===== src/rtl/mcast_filter_pkg.sv =====
package mcast_filter_pkg;
  localparam int          CRC_W    = 32;
  localparam logic [31:0] CRC_POLY = 32'h04C11DB7;

  typedef enum logic [3:0] {
    SEL_MODE = 4'd0,
    SEL_STA0 = 4'd1,
    SEL_STA1 = 4'd2,
    SEL_STA2 = 4'd3,
    SEL_HSH0 = 4'd4,
    SEL_HSH1 = 4'd5,
    SEL_HSH2 = 4'd6,
    SEL_HSH3 = 4'd7
  } cfg_sel_e;

  // One byte, LSB first, MSB-aligned shift register form.
  function automatic logic [CRC_W-1:0] crc_step_byte(input logic [CRC_W-1:0] c,
                                                     input logic [7:0] d);
    logic [CRC_W-1:0] r;
    r = c;
    for (int i = 0; i < 8; i++) begin
      if (r[CRC_W-1] ^ d[i]) r = {r[CRC_W-2:0], 1'b0} ^ CRC_POLY;
      else                   r = {r[CRC_W-2:0], 1'b0};
    end
    return r;
  endfunction
endpackage


===== src/rtl/mcast_filter_cfg.sv =====
module mcast_filter_cfg #(
  parameter int WORD_W     = 16,
  parameter int STA_WORDS  = 3,
  parameter int MASK_WORDS = 4,
  parameter int SEL_W      = 4
) (
  input  logic                           clk,
  input  logic                           rst_n,
  input  logic                           we,
  input  logic [SEL_W-1:0]               sel,
  input  logic [WORD_W-1:0]              wdata,
  output logic                           promisc,
  output logic [STA_WORDS*WORD_W-1:0]    station,
  output logic [MASK_WORDS*WORD_W-1:0]   mask
);
  localparam int STA_BASE  = 1;
  localparam int MASK_BASE = STA_BASE + STA_WORDS;

  always_ff @(posedge clk) begin
    if (!rst_n)                            promisc <= 1'b0;
    else if (we && sel == SEL_W'(0))       promisc <= wdata[WORD_W-1];
  end

  for (genvar s = 0; s < STA_WORDS; s++) begin : g_sta
    always_ff @(posedge clk) begin
      if (!rst_n)                                station[s*WORD_W +: WORD_W] <= '0;
      else if (we && sel == SEL_W'(STA_BASE + s)) station[s*WORD_W +: WORD_W] <= wdata;
    end
  end

  for (genvar m = 0; m < MASK_WORDS; m++) begin : g_mask
    always_ff @(posedge clk) begin
      if (!rst_n)                                 mask[m*WORD_W +: WORD_W] <= '0;
      else if (we && sel == SEL_W'(MASK_BASE + m)) mask[m*WORD_W +: WORD_W] <= wdata;
    end
  end
endmodule


===== src/rtl/mcast_filter_crc.sv =====
module mcast_filter_crc
  import mcast_filter_pkg::*;
#(
  parameter int HASH_W = 6
) (
  input  logic              clk,
  input  logic              rst_n,
  input  logic              beat,
  input  logic              last,
  input  logic [7:0]        data,
  output logic [HASH_W-1:0] hash_idx
);
  logic [CRC_W-1:0] crc_q, crc_nxt;

  assign crc_nxt  = crc_step_byte(crc_q, data);
  assign hash_idx = crc_nxt[CRC_W-1 -: HASH_W];

  always_ff @(posedge clk) begin
    if (!rst_n)    crc_q <= '1;
    else if (beat) crc_q <= last ? '1 : crc_nxt;
  end
endmodule


===== src/rtl/mcast_filter_collect.sv =====
module mcast_filter_collect #(
  parameter int BYTES = 6
) (
  input  logic               clk,
  input  logic               rst_n,
  input  logic               beat,
  input  logic [7:0]         data,
  output logic               last,
  output logic [BYTES*8-1:0] addr_now
);
  localparam int CNT_W = $clog2(BYTES);

  logic [CNT_W-1:0]   cnt_q;
  logic [BYTES*8-1:0] addr_q;

  assign last = (cnt_q == CNT_W'(BYTES - 1));

  always_comb begin
    addr_now = addr_q;
    for (int i = 0; i < BYTES; i++)
      if (cnt_q == CNT_W'(i)) addr_now[i*8 +: 8] = data;
  end

  always_ff @(posedge clk) begin
    if (!rst_n) begin
      cnt_q  <= '0;
      addr_q <= '0;
    end else if (beat) begin
      addr_q <= addr_now;
      cnt_q  <= last ? '0 : cnt_q + CNT_W'(1);
    end
  end
endmodule


===== src/rtl/mcast_filter.sv =====
module mcast_filter #(
  parameter int ADDR_BYTES = 6,
  parameter int WORD_W     = 16,
  parameter int MASK_WORDS = 4,
  parameter int SEL_W      = 4
) (
  input  logic              clk,
  input  logic              rst_n,
  input  logic              cfg_we,
  input  logic [SEL_W-1:0]  cfg_sel,
  input  logic [WORD_W-1:0] cfg_wdata,
  input  logic              in_valid,
  output logic              in_ready,
  input  logic [7:0]        in_data,
  output logic              dec_valid,
  output logic              dec_accept
);
  localparam int ADDR_W    = ADDR_BYTES * 8;
  localparam int STA_WORDS = ADDR_W / WORD_W;
  localparam int MASK_W    = MASK_WORDS * WORD_W;
  localparam int HASH_W    = $clog2(MASK_W);

  logic              promisc;
  logic [ADDR_W-1:0] station, addr_now;
  logic [MASK_W-1:0] mask;
  logic [HASH_W-1:0] hash_idx;
  logic              beat, last, verdict;

  assign beat = in_valid && in_ready;

  mcast_filter_cfg #(
    .WORD_W(WORD_W), .STA_WORDS(STA_WORDS), .MASK_WORDS(MASK_WORDS), .SEL_W(SEL_W)
  ) u_cfg (
    .clk(clk), .rst_n(rst_n), .we(cfg_we), .sel(cfg_sel), .wdata(cfg_wdata),
    .promisc(promisc), .station(station), .mask(mask)
  );

  mcast_filter_collect #(.BYTES(ADDR_BYTES)) u_col (
    .clk(clk), .rst_n(rst_n), .beat(beat), .data(in_data),
    .last(last), .addr_now(addr_now)
  );

  mcast_filter_crc #(.HASH_W(HASH_W)) u_crc (
    .clk(clk), .rst_n(rst_n), .beat(beat), .last(last), .data(in_data),
    .hash_idx(hash_idx)
  );

  // Group bit is bit 0 of the first byte on the stream.
  always_comb begin
    if (promisc)          verdict = 1'b1;
    else if (addr_now[0]) verdict = mask[hash_idx];
    else                  verdict = (addr_now == station);
  end

  always_ff @(posedge clk) begin
    if (!rst_n) begin
      in_ready   <= 1'b0;
      dec_valid  <= 1'b0;
      dec_accept <= 1'b0;
    end else begin
      in_ready   <= 1'b1;
      dec_valid  <= beat && last;
      dec_accept <= beat && last && verdict;
    end
  end
endmodule


===== config.mk =====
export PLATFORM = sky130hd
export DESIGN_NAME = mcast_filter
export DESIGN_NICKNAME = d
export VERILOG_FILES = /design/src/rtl/mcast_filter_pkg.sv /design/src/rtl/mcast_filter_cfg.sv /design/src/rtl/mcast_filter_crc.sv /design/src/rtl/mcast_filter_collect.sv /design/src/rtl/mcast_filter.sv
export SDC_FILE = /design/constraint.sdc
export NUM_CORES = 1
export LEC_CHECK = 0
export BUFFER_PORTS_ARGS = -buffer_cell sky130_fd_sc_hd__buf_2
export CAP_MARGIN = 5
export CELL_PAD_IN_SITES_DETAIL_PLACEMENT = 1
export CELL_PAD_IN_SITES_GLOBAL_PLACEMENT = 2
export CORE_MARGIN = 2
export CORE_UTILIZATION = 35
export DETAILED_ROUTE_END_ITERATION = 7
export GPL_ROUTABILITY_DRIVEN = 0
export PLACE_DENSITY = 0.71
export SLEW_MARGIN = 10
export SYNTH_ARGS = -nofsm -noshare
export SYNTH_HDL_FRONTEND = slang
export SYNTH_SLANG_ARGS = --single-unit
export TNS_END_PERCENT = 1

===== constraint.sdc =====
create_clock -name clk -period 2.95 [get_ports clk]
set_clock_uncertainty 0.15 [all_clocks]
set_input_delay 0.7375 -clock clk [delete_from_list [all_inputs] [get_ports clk]]
set_output_delay 0.7375 -clock clk [all_outputs]
set_load 0.01 [all_outputs]

==> run summary <==
Unrepaired setup endpoints after global routing = true
Effective utilization at floorplan = 35.8%
Core area = 26200 um^2
Critical path required time = 3.12 ns
FF+latch count, synth = 199
Drt via density = 5.15
Hold Violations, Final = 0
Synth Area per Inst = 9.01 um^2
Clock power share = 30.9%
Period utilization = 103%
Setup ws final = -0.0812 ns
CTS sink cnt = 199
Dominant synthesized flop cell = dfxtp_1
Total of fill cells in the finished design = 3046
Max transition margin = 56.0%
Yosys cell types = 41
Area contributors post-synth = dfxtp_1 (43%), mux2i_1 (13%), nand2_1 (9.3%), xnor2_1 (7.7%), a21oi_1 (5.4%)
Routed WL = 30100 um
NetSw = 2.67 mW
Combinational power share = 32.3%
CTS Root Cell = clkbuf_16
Worst r2r path cells = 12
CTS tree = yes
Leak = 4.18 nW
Worst r2r src = u_col.cnt_q[1]$_SDFFE_PN0P_
Sum of negative setup slack = -0.0812 ns
Cell Area, Synth = 9370 um^2
DP Worst Slack = -0.498 ns
Post-synth top area share = 42.5%
Outcome = finished, violations left
P&R area growth vs syn = 19.2%
Port bufs = 34
Part of the Yosys area used for sequential elements = 42.5%
# setup viols final = 1
Nets = 1150
Reg power frac = 36.9%
CP max FO = 4
Max-cap violations = 0
Final Non-Filler Cells = 1465
Commonest cells in the synthesized netlist = nand2_1 (231), dfxtp_1 (199), mux2i_1 (125)
Count leader, synth = nand2_1
CTS Buffer Depth = 2
Worst skew pair latency = 0.45 ns
Hold Slack = 0.309 ns
Routed WL per cell = 20.6 um
Critical path startpoint = in_data[1]
Core Util, Final = 42.6%
Internal power = 5.19 mW
Gr usage total = 21.8%
Final Power = 7.86 mW
Gate Count Post-Synth = 1040
HPWL Detailed = 21200 um
Row Count = 59
Pwr dens = 704 nW/um^2
ANT nets after route = 0
Clock transition at path regs = 0.08 ns
Total CTS buffers = 17
Initial antenna violation count = 0
Grt total ovfl = 0
FMAX = 330 MHz
Worst-Margin Slew = 0.659 ns
Maximum vdd drop = 398 uV
Number of global-route vias before repair = 7531
Drc violations = 0
Crit path to = dec_accept$_SDFF_PN0_
Die footprint = 28100 um^2
Hold/Removal Path Class = flip-flop to flip-flop
CTS H-tree depth = 4
Post-route cell area = 11200 um^2
Die width = 168 um
Total number of vias = 7540
First-pass GRT wire length = 46400 um
R2r setup slk = -0.08 ns
Hold Buf Count CTS = 0
Startpoint types = primary input
RR Endpoint = dec_accept$_SDFF_PN0_
Synthesis Warnings = 0
Kind of critical path = primary input to flip-flop
Cells after DPL = 1431
Die Y = 168 um
Switch share = 34.0%
DRT Pass-1 Iters = 5
EDFF count, synth = 0
Dominant cell type by area after synthesis = dfxtp_1
ANT cells = 0
Count of final max-slew check failures = 0
Min-Delay Path Depth = 2
Largest net degree at the start of global routing = 65
Fraction of layout cells with a size suffix above 1 = 18.1%
Setup crit end kind = flip-flop
Net count after synthesis = 1073
Initial drt markers = 514
Async set or reset register ratio after synthesis = 0%
Final Critical Period = 3.03 ns
IO Count = 35
Worst EP arrival = 3.20 ns
Area post-placement = 10500 um^2
Failing checks = negative setup slack
## sequential cells by signal (all words and copies together), names as in the netlist
signal	flops
dec_accept	1
u_col.addr_q	48
u_crc.crc_q	32
u_cfg.mask	64
u_cfg.promisc	1
dec_valid	1
in_ready	1
u_col.cnt_q	3
u_cfg.station	48
## cells by family (layout without fill, tap and decap cells)
logic type	count (synthesis)	count (layout)	share of synthesized area [%]
compound gates	141	141	8.25
xor+xnor	124	124	13.6
fa+ha+maj	1	1	0.133
buf+inv	76	166	3.10
flops	199	199	42.5
mux	139	139	16.5
simple gates	360	360	15.9
## cells in the final DEF, fill, tap and decap left out, types with 3 or more instances in the layout
master,netlist,final
nand2_1,231,231
clkbuf_16,0,17
a21oi_1,101,101
mux2i_1,125,125
nor2_1,70,70
xnor2_4,6,7
nor4_1,9,6
buf_4,0,89
inv_1,4,3
nor3b_2,0,3
dfxtp_1,199,197
nand3_1,18,18
xnor2_1,82,82
and2_1,6,4
nand3b_1,4,4
nand4_1,5,5
inv_8,0,4
nor3b_1,6,3
inv_6,0,4
buf_2,4,34
clkinv_8,0,5
o22ai_1,29,29
xor2_1,29,29
buf_12,0,5
nor3_1,5,5
xnor2_2,4,3
mux4_2,12,12
## critical path, cell delays in order
cell,delay [ns]
buf_2,0.15
xnor2_4,0.25
xor3_2,0.43
xnor2_2,0.32
mux4_2,0.55
mux2_2,0.28
a31oi_1,0.20
a311o_1,0.22
o32ai_2,0.07
## metal layers
layer  global-route usage [%]  vias to the layer above  share of wire [%]
met2                     33.5                      124                 43
met3                     2.88                       27                3.5
met1                     32.8                     3731                 52
met4                     4.50                        0                1.3
li1                         -                     3658                  -
met5                        0                        -                  0
## worst min-delay path by stage
stage                                             start                            end
after CTS                 u_col.addr_q[38]$_SDFFE_PN0P_  u_col.addr_q[38]$_SDFFE_PN0P_
after floorplan              u_cfg.mask[0]$_SDFFE_PN0P_     u_cfg.mask[0]$_SDFFE_PN0P_
after detailed placement    u_cfg.mask[62]$_SDFFE_PN0P_    u_cfg.mask[62]$_SDFFE_PN0P_
after global placement    u_col.addr_q[23]$_SDFFE_PN0P_  u_col.addr_q[23]$_SDFFE_PN0P_
final                       u_cfg.mask[52]$_SDFFE_PN0P_    u_cfg.mask[52]$_SDFFE_PN0P_
after global routing        u_cfg.mask[51]$_SDFFE_PN0P_    u_cfg.mask[51]$_SDFFE_PN0P_
## power groups by stage
stage / combinational [mW] / clock [mW] / sequential, mW
final: 2.54 / 2.43 / 2.90
after global routing: 2.74 / 2.59 / 2.91
after CTS: 2.54 / 2.49 / 2.90
after detailed placement: 2.50 / 0 / 2.96
after global placement: 2.49 / 0 / 2.96
after floorplan: 1.60 / 0 / 2.93
## timing repair
| item | in CTS | in global routing |
|---|---|---|
| pin swaps | 7 | 7 |
| gates resized for setup | 8 | 6 |
| setup endpoints to repair | 1 | 1 |
| buffers inserted | 0 | 2 |
## final cells by class
type	instances	area (um^2)	share of cell area (%)
flip-flops and latches	199	3990	35.7
repair buffers	130	961	8.60
inverters	4	17.5	0.157
multi-input cells	765	5190	46.4
well taps	335	419	3.75
clock inverters	15	175	1.57
clock buffers	17	425	3.81
No activity file was read; power rests on OpenSTA's default activity.
